### config.mk
export PLATFORM = sky130hd
export DESIGN_NAME = spi_target_fe
export DESIGN_NICKNAME = d
export VERILOG_FILES = /design/src/rtl/spi_fe_pkg.sv /design/src/rtl/spi_fe_sync.sv /design/src/rtl/spi_fe_frame.sv /design/src/rtl/spi_fe_rx.sv /design/src/rtl/spi_fe_tx.sv /design/src/rtl/spi_target_fe.sv
export SDC_FILE = /design/constraint.sdc
export NUM_CORES = 1
export LEC_CHECK = 0
export BUFFER_PORTS_ARGS = -buffer_cell sky130_fd_sc_hd__buf_2
export CAP_MARGIN = 30
export CORE_MARGIN = 2
export CORE_UTILIZATION = 45
export CTS_CLUSTER_DIAMETER = 150
export DETAILED_ROUTE_END_ITERATION = 8
export HOLD_SLACK_MARGIN = 0.08
export PLACE_DENSITY = 0.66
export SYNTH_ARGS = -nofsm -noshare
export SYNTH_HDL_FRONTEND = slang
export SYNTH_SLANG_ARGS = --single-unit
### constraint.sdc
create_clock -name clk -period 2.3 [get_ports clk]
set_input_delay 0.345 -clock clk [delete_from_list [all_inputs] [get_ports clk]]
set_output_delay 0.345 -clock clk [all_outputs]
set_load 0.05 [all_outputs]
### src/rtl/spi_fe_pkg.sv
package spi_fe_pkg;

    localparam int unsigned BYTE_W = 8;
    localparam int unsigned CNT_W  = $clog2(BYTE_W);

    typedef enum logic [0:0] {
        FS_IDLE = 1'b0,
        FS_SEL  = 1'b1
    } frame_state_e;

    typedef struct packed {
        logic rise;
        logic fall;
    } edge_t;

    typedef struct packed {
        logic [BYTE_W-1:0] data;
        logic              first;
    } rx_beat_t;

    typedef struct packed {
        logic start;     // transaction accepted on chip-select fall
        logic sample;    // rising clock edge inside a transaction
        logic byte_end;  // sample that completes a byte
        logic shift;     // falling edge that advances the output byte
        logic load;      // falling edge that takes the next output byte
        logic first;     // current byte is the opcode byte
    } frame_ctl_t;

    function automatic edge_t edge_of(input logic now, input logic was);
        edge_t e;
        e.rise = now & ~was;
        e.fall = ~now & was;
        return e;
    endfunction

endpackage

### src/rtl/spi_fe_sync.sv
module spi_fe_sync #(
    parameter int unsigned       WIDTH   = 4,
    parameter int unsigned       STAGES  = 2,
    parameter logic [WIDTH-1:0]  RST_VAL = '0
) (
    input  logic             clk,
    input  logic             rst,
    input  logic [WIDTH-1:0] d,
    output logic [WIDTH-1:0] q
);

    generate
        if (STAGES == 0) begin : g_pass
            assign q = d;
        end else begin : g_chain
            logic [WIDTH-1:0] stg [STAGES];
            always_ff @(posedge clk) begin
                if (rst) begin
                    for (int i = 0; i < STAGES; i++) stg[i] <= RST_VAL;
                end else begin
                    stg[0] <= d;
                    for (int i = 1; i < STAGES; i++) stg[i] <= stg[i-1];
                end
            end
            assign q = stg[STAGES-1];
        end
    endgenerate

endmodule

### src/rtl/spi_fe_frame.sv
module spi_fe_frame
    import spi_fe_pkg::*;
(
    input  logic       clk,
    input  logic       rst,
    input  logic       sck_s,
    input  logic       cs_n_s,
    input  logic       hw_ok_s,
    output logic       active,
    output frame_ctl_t ctl
);

    localparam logic [CNT_W-1:0] LAST = CNT_W'(BYTE_W - 1);

    frame_state_e     state;
    logic             sck_q, cs_q;
    logic [CNT_W-1:0] cnt;
    logic             seen_rise, first_pend, load_pend;
    edge_t            sck_e, cs_e;
    logic             live;

    assign sck_e = edge_of(sck_s, sck_q);
    assign cs_e  = edge_of(cs_n_s, cs_q);
    assign live  = hw_ok_s & ~cs_n_s & (state == FS_SEL);

    always_ff @(posedge clk) begin
        if (rst) begin
            sck_q      <= 1'b0;
            cs_q       <= 1'b1;
            state      <= FS_IDLE;
            cnt        <= '0;
            seen_rise  <= 1'b0;
            first_pend <= 1'b0;
            load_pend  <= 1'b0;
        end else begin
            sck_q <= sck_s;
            cs_q  <= cs_n_s;
            if (!hw_ok_s || cs_n_s) begin
                state      <= FS_IDLE;
                cnt        <= '0;
                seen_rise  <= 1'b0;
                first_pend <= 1'b0;
                load_pend  <= 1'b0;
            end else if (state == FS_IDLE) begin
                if (cs_e.fall) begin
                    state      <= FS_SEL;
                    first_pend <= 1'b1;
                end
            end else begin
                if (sck_e.rise) begin
                    seen_rise <= 1'b1;
                    if (cnt == LAST) begin
                        cnt        <= '0;
                        load_pend  <= 1'b1;
                        first_pend <= 1'b0;
                    end else begin
                        cnt <= cnt + 1'b1;
                    end
                end else if (sck_e.fall && seen_rise && load_pend) begin
                    load_pend <= 1'b0;
                end
            end
        end
    end

    always_comb begin
        ctl.start    = hw_ok_s & ~cs_n_s & (state == FS_IDLE) & cs_e.fall;
        ctl.sample   = live & sck_e.rise;
        ctl.byte_end = live & sck_e.rise & (cnt == LAST);
        ctl.shift    = live & sck_e.fall & seen_rise & ~load_pend;
        ctl.load     = live & sck_e.fall & seen_rise & load_pend;
        ctl.first    = first_pend;
    end

    assign active = (state == FS_SEL);

endmodule

### src/rtl/spi_fe_rx.sv
module spi_fe_rx
    import spi_fe_pkg::*;
(
    input  logic       clk,
    input  logic       rst,
    input  logic       si_s,
    input  frame_ctl_t ctl,
    output logic       valid,
    output rx_beat_t   beat
);

    logic [BYTE_W-1:0] sh;
    logic [BYTE_W-1:0] next_sh;

    assign next_sh = {sh[BYTE_W-2:0], si_s};

    always_ff @(posedge clk) begin
        if (rst) begin
            sh    <= '0;
            valid <= 1'b0;
            beat  <= '0;
        end else begin
            valid <= ctl.byte_end;
            if (ctl.start)       sh <= '0;
            else if (ctl.sample) sh <= next_sh;
            if (ctl.byte_end) begin
                beat.data  <= next_sh;
                beat.first <= ctl.first;
            end
        end
    end

endmodule

### src/rtl/spi_fe_tx.sv
module spi_fe_tx
    import spi_fe_pkg::*;
(
    input  logic              clk,
    input  logic              rst,
    input  frame_ctl_t        ctl,
    input  logic [BYTE_W-1:0] tx_byte,
    output logic              take,
    output logic              so_bit
);

    logic [BYTE_W-1:0] sh;

    always_ff @(posedge clk) begin
        if (rst) begin
            sh   <= '0;
            take <= 1'b0;
        end else begin
            take <= ctl.start | ctl.load;
            if (ctl.start || ctl.load) sh <= tx_byte;
            else if (ctl.shift)        sh <= {sh[BYTE_W-2:0], 1'b0};
        end
    end

    assign so_bit = sh[BYTE_W-1];

endmodule

### src/rtl/spi_target_fe.sv
module spi_target_fe
    import spi_fe_pkg::*;
#(
    parameter int unsigned SYNC_STAGES = 2
) (
    input  logic              clk,
    input  logic              rst,
    input  logic              spi_sck,
    input  logic              spi_cs_n,
    input  logic              spi_si,
    input  logic              hw_rst_n,
    output logic              spi_so,
    output logic              spi_so_oe,
    output logic              rx_valid,
    output logic [BYTE_W-1:0] rx_data,
    output logic              rx_first,
    input  logic [BYTE_W-1:0] tx_data,
    output logic              tx_req,
    input  logic              op_busy,
    output logic              spi_standby
);

    localparam int unsigned PIN_W = 4;

    logic       hw_ok_s, cs_n_s, sck_s, si_s;
    logic       active, so_bit;
    frame_ctl_t ctl;
    rx_beat_t   beat;

    spi_fe_sync #(
        .WIDTH   (PIN_W),
        .STAGES  (SYNC_STAGES),
        .RST_VAL (4'b1100)
    ) u_sync (
        .clk (clk),
        .rst (rst),
        .d   ({hw_rst_n, spi_cs_n, spi_sck, spi_si}),
        .q   ({hw_ok_s, cs_n_s, sck_s, si_s})
    );

    spi_fe_frame u_frame (
        .clk     (clk),
        .rst     (rst),
        .sck_s   (sck_s),
        .cs_n_s  (cs_n_s),
        .hw_ok_s (hw_ok_s),
        .active  (active),
        .ctl     (ctl)
    );

    spi_fe_rx u_rx (
        .clk   (clk),
        .rst   (rst),
        .si_s  (si_s),
        .ctl   (ctl),
        .valid (rx_valid),
        .beat  (beat)
    );

    spi_fe_tx u_tx (
        .clk     (clk),
        .rst     (rst),
        .ctl     (ctl),
        .tx_byte (tx_data),
        .take    (tx_req),
        .so_bit  (so_bit)
    );

    assign rx_data   = beat.data;
    assign rx_first  = beat.first;
    assign spi_so_oe = active;
    assign spi_so    = active & so_bit;

    always_ff @(posedge clk) begin
        if (rst) spi_standby <= 1'b0;
        else     spi_standby <= cs_n_s & ~op_busy;
    end

endmodule

==> results.py <==
metrics = {
    "global_routing": {
        "grt_pass1_vias": 1290,
        "grt_overflow": 0,
        "grt_util_all_layers_pct": 17.3,
        "grt_max_degree": 33,
        "grt_first_pass_wirelength_um": 5920,
        "antenna_found_initial": 0,
    },
    "clocking": {
        "cts_buffer_depth": 2,
        "htreeDepth": 2,
        "cts_resized": 0,
        "clock_sinks": 44,
        "cts_setup_buffers": 0,
        "numCtsBuffers": 5,
        "cts_tree": "built",
        "cts-root-buf": "clkbuf_8",
        "clock_latency_ps": 290,
        "ctsHoldBuffers": 0,
        "clk_pin_slew_worst_paths_ps": 70,
    },
    "yosys": {
        "synth_top_family_by_area": "compound AO/OA/AOI/OAI gates",
        "synth.avg_cell_area_um2": 9.50,
        "yosys.area.top_type": "dfxtp_1",
        "yosysMostFrequentCell": "dfxtp_1",
        "ys_types": 36,
        "synthSimpleGateAreaFrac_pct": 20.5,
        "synth.top_cell.area_share_pct": 48.1,
        "muxShareOfSynthArea_pct": 0,
        "synth_compound_area_share_pct": 23.3,
        "seq_area_frac_synth_pct": 48.1,
        "async_flop_share_pct": 0,
        "synth_fa_ha_area_share_pct": 1.37,
        "synth_edf_count": 0,
        "synth-xor-area-share_pct": 0,
        "synthTopCellsByArea": "dfxtp_1 (48%), nand3_1 (6.6%), a21oi_1 (6.0%)",
        "synth-seq-cells": 44,
        "syn-num-nets": 210,
        "synth_common_cells": "dfxtp_1 (44), nand3_1 (24), a21oi_1 (22), o21ai_0 (21)",
        "ys_warn_count": 0,
        "synthFlopType": "dfxtp_1",
        "syn_inst": 193,
        "netlist_area_um2": 1830,
    },
    "power_and_ir_drop": {
        "p_leak_nw": 0.718,
        "power.total_mw": 1.31,
        "power_density_nw_per_um2": 653,
        "ir_drop_mv": 0.394,
    },
    "sta": {
        "rsz0062_at_grt": "false",
        "slew_headroom_pct": 58.0,
        "fin_skew_ps": 8.04,
        "fin_tns_setup_ps": 0,
        "finalHoldViolCount": 0,
        "finalCriticalPeriod_ps": 1630,
        "drv_slew": 0,
        "period_share_pct": 71.0,
        "fmax_mhz": 612,
        "setup_violations": 0,
        "worst_pin_slew_ps": 630,
    },
    "worst_setup_path": {
        "reg2reg_from": "u_frame.cnt[1]$_SDFFE_PP0P_",
        "worstSetupStartpointType": "register",
        "crit_fanout": 13,
        "path_class": "reg2out",
        "timing.rr.end": "u_rx.beat[3]$_SDFFE_PP0P_",
        "rrSetupSlack_ps": 710,
        "crit_required_ps": 1960,
        "arrival_ps": 1290,
        "r2r_cells": 5,
        "cp-end-kind": "primary output",
    },
    "run": {
        "cap_violations": 0,
    },
    "floorplanning": {
        "coreArea_um2": 3970,
        "ios": 29,
        "die-width_um": 67.8,
        "placementRows": 23,
        "die_h_um": 67.8,
        "dieArea_um2": 4600,
        "start_util_pct": 46.2,
    },
    "route": {
        "route.vias.total": 1435,
        "drc_errors": 0,
        "postRouteAntennaNets": 0,
        "wirelength_um": 3560,
        "via_per_inst": 5.48,
        "first_pass_iters": 4,
        "routedWlPerCell_um": 13.6,
        "drt_iter0_drc": 108,
    },
    "worst_hold_path": {
        "min_to": "spi_standby$_SDFF_PP0_",
        "hp-class": "in2reg",
        "min_from": "op_busy",
        "hold_path_depth": 2,
    },
    "layout": {
        "layout.nets": 229,
        "drive_above_1_share_pct": 24.1,
        "diodes": 0,
        "areaGrowthSynthToFinish_pct": 9.76,
    },
    "placed_design": {
        "dp_hpwl_um": 2340,
        "port-buffer-count": 28,
        "gp_congestion": 0.797,
    },
    "run_status": {
        "status": "completed",
    },
}
## worst max-delay path by stage
| stage | startpoint | end | slack [ps] | cells after the start |
|---|---|---|---|---|
| final | u_frame.active$_SDFF_PP0_ | spi_so | 670 | 2 |
| after global routing | u_frame.cnt[0]$_SDFFE_PP0P_ | u_rx.beat[0]$_SDFFE_PP0P_ | 520 | 5 |
| after global placement | u_frame.cnt[0]$_SDFFE_PP0P_ | u_rx.beat[4]$_SDFFE_PP0P_ | 790 | 5 |
| after CTS | u_frame.active$_SDFF_PP0_ | spi_so | 680 | 2 |
| after detailed placement | u_frame.cnt[0]$_SDFFE_PP0P_ | u_rx.beat[8]$_SDFFE_PP0P_ | 740 | 5 |
| after floorplan | u_frame.active$_SDFF_PP0_ | spi_so | 690 | 2 |
## cell families (layout without fill, tap and decap cells)
family                     after synthesis  after routing
AOI/OAI and AO/OA                       63             63
adders and majority gates                2              2
buffers and inverters                   21             40
DFF                                     44             44
and+or+nand+nor                         63             63
## metrics by stage
stage,setup slack (ps),utilization [%],instance area [µm²],std cells,hold slack (ps)
2_1_floorplan,689,-,1830,193,389
3_3_place_gp,793,48.7,1930,255,391
3_5_place_dp,740,48.7,1930,255,398
4_1_cts,684,50.7,2010,262,197
5_1_grt,520,50.7,2010,262,195
6_report,667,50.7,2010,262,199
## worst max-delay path, cell delays in order, from the launching register on
cell     delay [ps]
dfxtp_1         530
and2_1          200
buf_2           260
## power breakdown
part	switching, mW	internal [mW]	leakage (nW)	total, mW
combinational	0.0496	0.0350	0.320	0.0846
clock	0.235	0.206	0.0410	0.441
sequential	0.0107	0.777	0.357	0.788
## state kept, by name, indices dropped and copies added (netlist names)
signal	count
u_rx.valid	1
u_frame.first_pend	1
u_frame.cs_q	1
u_rx.beat	9
spi_standby	1
u_frame.active	1
u_frame.seen_rise	1
u_tx.sh	8
u_sync.g_chain.stg	8
u_frame.load_pend	1
u_frame.sck_q	1
u_frame.cnt	3
u_rx.sh	7
u_tx.take	1
## cells in the final DEF, fill, tap and decap left out, types with 4 or more instances in the layout
cell type	netlist	routed
or2_2	5	5
clkbuf_8	0	5
buf_2	4	28
nand2b_1	4	4
o21ai_0	21	21
nand2_1	4	4
a311oi_2	7	7
dfxtp_1	44	44
a21oi_1	22	22
nor2b_1	6	6
nand3_1	24	24
inv_1	4	4
a211oi_1	7	7
nor2_1	6	6
## area by class of cell
type / instances / area, µm²
fill: 399 / 1960
sequential: 44 / 881
multi-input combinational: 128 / 828
timing repair buffer: 29 / 148
clock buffer: 6 / 72.6
tap: 50 / 62.6
inverter: 4 / 15.0
clock inverter: 1 / 5.00
## layer usage
layer	global-route usage, %	vias up	wire [µm]
met1	23.0	661	1790
met3	5.10	6	192
li1	-	729	-
met2	25.7	39	1520
met5	0	-	0
met4	8.25	0	61
(Power assumes the default switching activity.)
